$ cat src/rtl/prox_pkg.sv
package prox_pkg;
   typedef enum logic [1:0] {
      CMP_ABOVE   = 2'd0,
      CMP_BELOW   = 2'd1,
      CMP_INSIDE  = 2'd2,
      CMP_OUTSIDE = 2'd3
   } cmp_mode_e;
endpackage

$ cat src/rtl/prox_avg_filter.sv
module prox_avg_filter #(
   parameter int DATA_W    = 12,
   parameter int FRAC_W    = 16,
   parameter int EXP_W     = 4,
   parameter int MAX_SHIFT = 16
) (
   input  logic              clk,
   input  logic              rst,
   input  logic              smp_valid,
   input  logic [DATA_W-1:0] smp_data,
   input  logic [EXP_W-1:0]  settle_exp,
   output logic [DATA_W-1:0] base_now,
   output logic [DATA_W-1:0] base_reg
);
   localparam int ACC_W = DATA_W + FRAC_W;

   if (FRAC_W < MAX_SHIFT) begin : g_bad_frac
      $error("FRAC_W must be at least MAX_SHIFT");
   end
   if (MAX_SHIFT > (1 << EXP_W)) begin : g_bad_exp
      $error("EXP_W too narrow for MAX_SHIFT");
   end

   logic [ACC_W-1:0]        acc;
   logic                    primed;
   logic signed [ACC_W:0]   diff;
   logic signed [ACC_W:0]   step_tab [MAX_SHIFT];
   logic signed [ACC_W:0]   step;
   logic signed [ACC_W:0]   sum;

   assign diff = $signed({1'b0, smp_data, {FRAC_W{1'b0}}}) - $signed({1'b0, acc});

   for (genvar g = 0; g < MAX_SHIFT; g++) begin : g_shift
      assign step_tab[g] = diff >>> (g + 1);
   end

   always_comb begin
      step = step_tab[MAX_SHIFT-1];
      for (int i = 0; i < MAX_SHIFT; i++) begin
         if (int'(settle_exp) == i) step = step_tab[i];
      end
   end

   assign sum = $signed({1'b0, acc}) + step;

   always_ff @(posedge clk) begin
      if (rst) begin
         acc    <= '0;
         primed <= 1'b0;
      end else if (smp_valid) begin
         primed <= 1'b1;
         if (!primed) acc <= {smp_data, {FRAC_W{1'b0}}};
         else         acc <= sum[ACC_W-1:0];
      end
   end

   assign base_reg = acc[ACC_W-1:FRAC_W];
   assign base_now = primed ? base_reg : smp_data;
endmodule

$ cat src/rtl/prox_thr_gen.sv
module prox_thr_gen #(
   parameter int DATA_W = 12
) (
   input  logic              adapt_en,
   input  logic [DATA_W-1:0] base,
   input  logic [DATA_W-1:0] sens_band,
   input  logic [DATA_W-1:0] fix_level,
   output logic [DATA_W-1:0] thr_hi,
   output logic [DATA_W-1:0] thr_lo
);
   logic [DATA_W:0]   up_sum;
   logic [DATA_W-1:0] hi_sat;
   logic [DATA_W-1:0] lo_sat;

   assign up_sum = {1'b0, base} + {1'b0, sens_band};
   assign hi_sat = up_sum[DATA_W] ? {DATA_W{1'b1}} : up_sum[DATA_W-1:0];
   assign lo_sat = (sens_band > base) ? '0 : base - sens_band;

   assign thr_hi = adapt_en ? hi_sat : fix_level;
   assign thr_lo = adapt_en ? lo_sat : fix_level;
endmodule

$ cat src/rtl/prox_cmp.sv
module prox_cmp
   import prox_pkg::*;
#(
   parameter int DATA_W = 12
) (
   input  logic              adapt_en,
   input  cmp_mode_e         mode,
   input  logic [DATA_W-1:0] smp,
   input  logic [DATA_W-1:0] thr_hi,
   input  logic [DATA_W-1:0] thr_lo,
   output logic              hit
);
   logic over, under;

   assign over  = smp > thr_hi;
   assign under = smp < thr_lo;

   always_comb begin
      if (!adapt_en) begin
         hit = mode[0] ? under : over;
      end else begin
         unique case (mode)
            CMP_ABOVE:   hit = over;
            CMP_BELOW:   hit = under;
            CMP_INSIDE:  hit = !over && !under;
            CMP_OUTSIDE: hit = over || under;
            default:     hit = 1'b0;
         endcase
      end
   end
endmodule

$ cat src/rtl/prox_thresh_top.sv
module prox_thresh_top
   import prox_pkg::*;
#(
   parameter int DATA_W    = 12,
   parameter int FRAC_W    = 16,
   parameter int EXP_W     = 4,
   parameter int MAX_SHIFT = 16
) (
   input  logic              clk,
   input  logic              rst,
   input  logic              smp_valid,
   input  logic [DATA_W-1:0] smp_data,
   input  logic              adapt_en,
   input  logic [1:0]        cmp_mode,
   input  logic [EXP_W-1:0]  settle_exp,
   input  logic [DATA_W-1:0] sens_band,
   input  logic [DATA_W-1:0] fix_level,
   output logic              detect,
   output logic [DATA_W-1:0] baseline
);
   if (DATA_W < 2) begin : g_bad_width
      $error("DATA_W must be at least 2");
   end

   logic [DATA_W-1:0] base_now;
   logic [DATA_W-1:0] thr_hi, thr_lo;
   logic              hit;
   cmp_mode_e         mode;

   assign mode = cmp_mode_e'(cmp_mode);

   prox_avg_filter #(
      .DATA_W(DATA_W), .FRAC_W(FRAC_W), .EXP_W(EXP_W), .MAX_SHIFT(MAX_SHIFT)
   ) i_avg (
      .clk(clk), .rst(rst), .smp_valid(smp_valid), .smp_data(smp_data),
      .settle_exp(settle_exp), .base_now(base_now), .base_reg(baseline)
   );

   prox_thr_gen #(.DATA_W(DATA_W)) i_thr (
      .adapt_en(adapt_en), .base(base_now), .sens_band(sens_band),
      .fix_level(fix_level), .thr_hi(thr_hi), .thr_lo(thr_lo)
   );

   prox_cmp #(.DATA_W(DATA_W)) i_cmp (
      .adapt_en(adapt_en), .mode(mode), .smp(smp_data),
      .thr_hi(thr_hi), .thr_lo(thr_lo), .hit(hit)
   );

   always_ff @(posedge clk) begin
      if (rst)            detect <= 1'b0;
      else if (smp_valid) detect <= hit;
   end
endmodule

$ cat config.mk
export PLATFORM = sky130hd
export DESIGN_NAME = prox_thresh_top
export DESIGN_NICKNAME = d
export VERILOG_FILES = /design/src/rtl/prox_pkg.sv /design/src/rtl/prox_avg_filter.sv /design/src/rtl/prox_thr_gen.sv /design/src/rtl/prox_cmp.sv /design/src/rtl/prox_thresh_top.sv
export SDC_FILE = /design/constraint.sdc
export NUM_CORES = 1
export LEC_CHECK = 0
export ABC_AREA = 1
export CAP_MARGIN = 20
export CORE_UTILIZATION = 40
export CTS_CLUSTER_SIZE = 8
export DETAILED_ROUTE_END_ITERATION = 12
export PLACE_DENSITY = 0.6
export SYNTH_ARGS = -nofsm -noshare
export SYNTH_HDL_FRONTEND = slang
export SYNTH_SLANG_ARGS = --single-unit
export TNS_END_PERCENT = 50
$ cat constraint.sdc
create_clock -name clk -period 8.1 [get_ports clk]
set_input_delay 1.62 -clock clk [delete_from_list [all_inputs] [get_ports clk]]
set_output_delay 1.62 -clock clk [all_outputs]
set_load 0.02 [all_outputs]
==> results of run 1 <==
## final cells by class
cell class	count	area, um^2
Clock inverter	2	12.51
Timing Repair Buffer	75	708.2
Sequential cell	30	600.6
Fill cell	2501	12140
Clock buffer	6	138.9
Multi-Input combinational cell	1364	7182
Inverter	256	963.4
Tap cell	280	350.3
## stage by stage
step	cell area (um^2)	instances	hold WS [ns]	setup WS [ns]	power, mW
after floorplan	9100	1721	0.4627	2.684	1.081
after global placement	9804	2005	0.4726	1.148	1.460
after detailed placement	9804	2005	0.4623	1.189	1.458
after CTS	9956	2013	0.4775	1.458	1.656
after global routing	9956	2013	0.5202	0.7586	1.842
final	9956	2013	0.4802	1.326	1.691
## kinds of logic (layout without fill, tap and decap cells)
family,after synthesis,in the layout,synth area share [%]
AO/OA/AOI/OAI,425,425,25.66
XOR/XNOR,28,28,2.984
adder cells (fa/ha/maj),92,92,12.90
buffers and inverters,327,339,14.48
flip-flops,30,30,6.600
AND/OR/NAND/NOR,819,819,37.38
## metal layers
layer | part of all wire, % | GRT usage [%] | up-vias | wire length (um)
li1 | - | - | 5611 | -
met5 | 0 | 0 | - | 0
met1 | 45 | 41.16 | 4980 | 15740
met3 | 8.1 | 3.147 | 91 | 2827
met4 | 3.2 | 9.812 | 0 | 1109
met2 | 43 | 46.55 | 541 | 15060
## worst max-delay path: cells and delay by family
kind | cells | cell delay, ns
and+or+nand+nor | 23 | 2.75
buffers and inverters | 4 | 0.93
AOI/OAI and AO/OA | 5 | 0.72
adders and majority gates | 2 | 0.89
## power groups by stage
stage	clock, mW	sequential (mW)	combinational (mW)
after floorplan	0	0.179	0.902
after global placement	0	0.190	1.27
after detailed placement	0	0.190	1.27
after CTS	0.195	0.187	1.27
after global routing	0.204	0.188	1.45
final	0.192	0.187	1.31
## final timing paths
| check | from | endpoint | slack [ns] | cells after the start |
|---|---|---|---|---|
| worst max-delay path | smp_data[3] | i_avg.acc[24]$_SDFFE_PP0P_ | 1.33 | 34 |
| worst min-delay path | detect$_SDFFE_PP0P_ | detect$_SDFFE_PP0P_ | 0.48 | 2 |
| worst max register to register | i_avg.primed$_SDFFE_PP0P_ | detect$_SDFFE_PP0P_ | 2.01 | 28 |
| worst min register to register | detect$_SDFFE_PP0P_ | detect$_SDFFE_PP0P_ | 0.48 | 2 |
## state kept, by name, indices dropped and copies added (netlist names)
signal and flops:
i_avg.primed 1, i_avg.acc 28, detect 1
## cells in the final DEF, fill, tap and decap left out, types with 5 or more instances in the layout
cell type        count
a21oi_1            140
a221oi_1            11
a31oi_1             10
buf_4               17
clkbuf_16            5
clkdlybuf4s50_1     58
dfxtp_1             30
ha_1                89
inv_1              232
inv_2               21
nand2_1            573
nand2_2             12
nand3_1             74
nand3b_1             8
nand4_1              5
nor2_1             100
nor2_2              14
nor2_4               5
nor3_1               7
o211ai_1             5
o21ai_0            178
o21ai_1             19
o21bai_1             8
o221ai_1             6
o22ai_1             32
o31ai_1              5
or2_2                9
xnor2_1              7
xor2_1              19
==> metrics.txt, run 1 <==
clock skew 0.005435 ns; global-route wire length before repair 55.27 mm; count of final setup violators 0; Worst Tran Pin Value 1.082 ns; num rows 54; most common cell in the netlist nand2_1; slowest stage cell on the critical path ha_1; FFs w/ async S/R, synth 0%; die span in y 152.8 um; Via density 5.575; sequential power share 11.1%; final setup TNS 0 ns; Combinational Power Share 77.6%; number of global-route vias before repair 10160; Top cell by count, worst path nand2_1; crit end category flip-flop; Routed wire per std cell 17.26 um; Synth Instances 1721; Synth Net Count 1859; clock transition at the registers of the reported paths 0.05 ns; most frequent cells after synthesis 573 x nand2_1, 232 x inv_1, 178 x o21ai_0, 140 x a21oi_1, 100 x nor2_1; Fin. Hold Viols 0; top-area cell type share of the netlist area 23.64%; Seq cells post-synth 30; CTS buffer count 5; WP data arrival 6.92 ns; GRT Util Overall 29.35%; Pleak 5.123 nW; DRC errors left 0; maximum vdd ir drop 0.0001062 V; outcome complete, no violations; clock buffer depth 2; dominant cell type by area after synthesis nand2_1; Max Freq 147.6 MHz; Max transition margin 27.57%; Avg Cell Area, Syn 5.288 um^2; Clk pwr share 11.3%; antenna viol nets, final 0; Startpoint Class primary input; minimum clock period 6.774 ns; Die X 152.8 um; largest net degree at the start of global routing 41; routed vias 11220; fin util 45.06%; critical path's largest stage delay 0.56 ns; fin. max-slew vios 0; starting density of the core 41.19%; fraction of layout cells with a size suffix above 1 5.713%; drt total wl 34.74 mm; Cell Area, Synth 0.009100 mm^2; area growth from synthesis to layout 9.405%; top cells by area, synth nand2_1 24%, ha_1 12%, o21ai_0 9.8%; Hold/Removal Path Class reg2reg; DRT iter0 DRCs 1280; Resize count post-CTS 0; gr ovfl total 0; unrepaired setup endpoints after global routing no; H-tree depth 2; diode count 0; 1st-pass router iterations 9; I/O Buffers 58; GPL Wtd Cong 1.026; Setup CP Type in2reg; Power Internal 685.4 uW; Post-CTS Setup Bufs 0; switching share of power 59.46%; dpl hpwl 27.30 mm; Net Switching 1.005 mW; CP required 8.25 ns; Tcrit/Tclk final 83.62%; power per cell area 169.8 mW/mm^2; Post-synth EDFFs 0; Die Area 0.02336 mm^2; core area 0.02209 mm^2; worst-path fanout max 8; Syn. warnings 0; clk_lat worst skew 0.28 ns; post-synthesis sequential area ratio 6.600%; synth unique cells 52; Post-layout nets 1870; clk sinks 30; most frequently used flop master after synthesis dfxtp_1; initial antenna violation count 0; CTS tree yes; root buf cell clkbuf_16; max-cap violation count 0; CTS Hold Bufs 0; Ports 59
(Power assumes the default switching activity.)
==> run 2, diff against run 1 <==
clock period = 6.79 ns   (was 8.1 ns; I/O delays follow)
==> run 2 against run 1 <==
Core utilization up 0.79 points. Cell count grew 1.1%. Clock power grew 10%. Hold slack gained 0.0031 ns. Critical path depth is 1 lower. Largest cell class unchanged. Flip-flop and latch count did not move. First-iteration DRC count shrank 16%. Global-route usage rose by 0.91 points. Via count is 0.30% higher. Critical endpoint is now detect$_SDFFE_PP0P_. Clock-buffer cell count shrank 1.
==> metrics.txt, run 2 (synthesis results as in run 1) <==
outcome complete, no violations; Pleak 5.238 nW (+2.2%); fraction of layout cells with a size suffix above 1 7.062% (+1.3 points); GPL Wtd Cong 0.9533 (-7.1%); placed insts 2029 (+1.2%); count of final setup violators 0 (unchanged); CTS Hold Bufs 0 (unchanged); area growth from synthesis to layout 11.32%; gr ovfl total 0 (unchanged); routed vias 11260 (+0.30%); minimum clock period 6.240 ns; Startpoint Class primary input; number of global-route vias before repair 10500 (+3.3%); Resize count post-CTS 0 (unchanged); clk sinks 30 (unchanged); Top reg by flops i_avg.acc; unrepaired setup endpoints after global routing no; fin util 45.85% (+0.79 points); GRT Util Overall 30.26% (+0.91 points); fin. max-slew vios 0 (unchanged); slowest stage cell on the critical path ha_1; Via density 5.529 (-0.83%); CTS tree yes; die span in y 152.8 um (unchanged); worst-path fanout max 10 (+2); DRT iter0 DRCs 1071 (-16%); max-cap violation count 0 (unchanged); final setup TNS 0 ns (unchanged); dpl hpwl 28.11 mm (+3.0%); Ports 59 (unchanged); WP data arrival 6.45 ns (-0.47 ns); Hold WS 0.4833 ns (+0.003075 ns); initial antenna violation count 0 (unchanged); core area 0.02209 mm^2 (unchanged); power per cell area 200.5 mW/mm^2 (+18%); commonest non-fill, non-tap cell in the layout nand2_1; clock transition at the registers of the reported paths 0.05 ns (about the same); I/O Buffers 58 (unchanged); Fin. Hold Viols 0 (unchanged); Hold/Removal Path Class reg2reg; flip-flop count of the largest register after layout 28 (unchanged); Tot Pwr 2.031 mW (+20%); diode count 0 (unchanged); CTS buffer count 5 (unchanged); global-route wire length before repair 56.97 mm (+3.1%); H-tree depth 2 (unchanged); Post-layout nets 1894 (+1.3%); DRC errors left 0 (unchanged); Setup CP Type in2reg; Die X 152.8 um (unchanged); crit end category flip-flop; Largest regs i_avg.acc (28), detect (1), i_avg.primed (1); clock skew 0.007191 ns (+0.001756 ns); starting density of the core 41.19% (unchanged); clock buffer depth 2 (unchanged); largest net degree at the start of global routing 31 (-24%); Max Freq 160.3 MHz; critical path's largest stage delay 0.49 ns (-0.07 ns); Die Area 0.02336 mm^2 (unchanged); num rows 54 (unchanged); Routed wire per std cell 17.27 um (about the same); Tcrit/Tclk final 91.90%; Post-CTS Setup Bufs 0 (unchanged); most frequent cells in the layout 573 x nand2_1, 232 x inv_1, 178 x o21ai_0; drt total wl 35.16 mm (+1.2%); Worst Tran Pin Value 0.8507 ns (-0.2317 ns); maximum vdd ir drop 0.0001221 V (+15%); CP required 7.00 ns (-1.25 ns); root buf cell clkbuf_16; 1st-pass router iterations 5 (-4); Max transition margin 43.23% (+16 points); antenna viol nets, final 0 (unchanged); clk_lat worst skew 0.28 ns (about the same); Final Non-Filler Cells 2036 (+1.1%)
-- run 2: cell types whose count changed in the layout (fill, tap and decap cells not counted), sizes merged --
cell | previous run | this run
clkinv | 3 | 4
clkinvlp | 1 | 0
clkbuf | 6 | 5
buf | 17 | 41
-- run 2: metrics by stage --
stage          instance area (um^2)  worst slack [ns]
6_report                      10130            0.5499
5_1_grt                       10130           0.07184
4_1_cts                       10120            0.4348
3_5_place_dp                   9985            0.1819
3_3_place_gp                   9985            0.1470
2_1_floorplan                  9100             1.636
-- run 2: final timing paths --
path                                                start             endpoint  slack, ns  cells past startpoint
worst max register to register  i_avg.primed$_SDFFE_PP0P_  detect$_SDFFE_PP0P_       0.89                     26
worst min-delay path                  detect$_SDFFE_PP0P_  detect$_SDFFE_PP0P_       0.48                      2
worst min register to register        detect$_SDFFE_PP0P_  detect$_SDFFE_PP0P_       0.48                      2
worst max-delay path                          smp_data[3]  detect$_SDFFE_PP0P_       0.55                     33
-- run 2: layout make-up --
type,count,area [um^2]
fillers,2496,11960
multi-input cells,1364,7192
inverters,256,963.4
repair buffers,99,888.4
flip-flops and latches,30,600.6
well taps,280,350.3
clock buffers,5,125.1
clock inverters,2,10.01
-- run 2: routing by layer --
metal | track usage [%] | vias to the layer above | wire length (um)
li1 | - | 5654 | -
met1 | 40.94 | 5013 | 15800
met2 | 49.61 | 500 | 15640
met3 | 2.552 | 90 | 2462
met4 | 11.93 | 0 | 1257
met5 | 0 | - | 0
-- run 2: critical path: cells and delay by family --
kind / cells / cell delay, ns
compound gates: 15 / 2.47
simple gates: 12 / 1.08
buf+inv: 4 / 0.79
fa+ha+maj: 2 / 0.76
-- run 2: power breakdown --
part	internal (mW)	switching, mW	leakage, nW	total (mW)
Sequential	0.193	0.0310	0.246	0.224
Clock	0.132	0.0801	0.0694	0.212
Combinational	0.506	1.09	4.92	1.60
Total	0.830	1.20	5.24	2.03
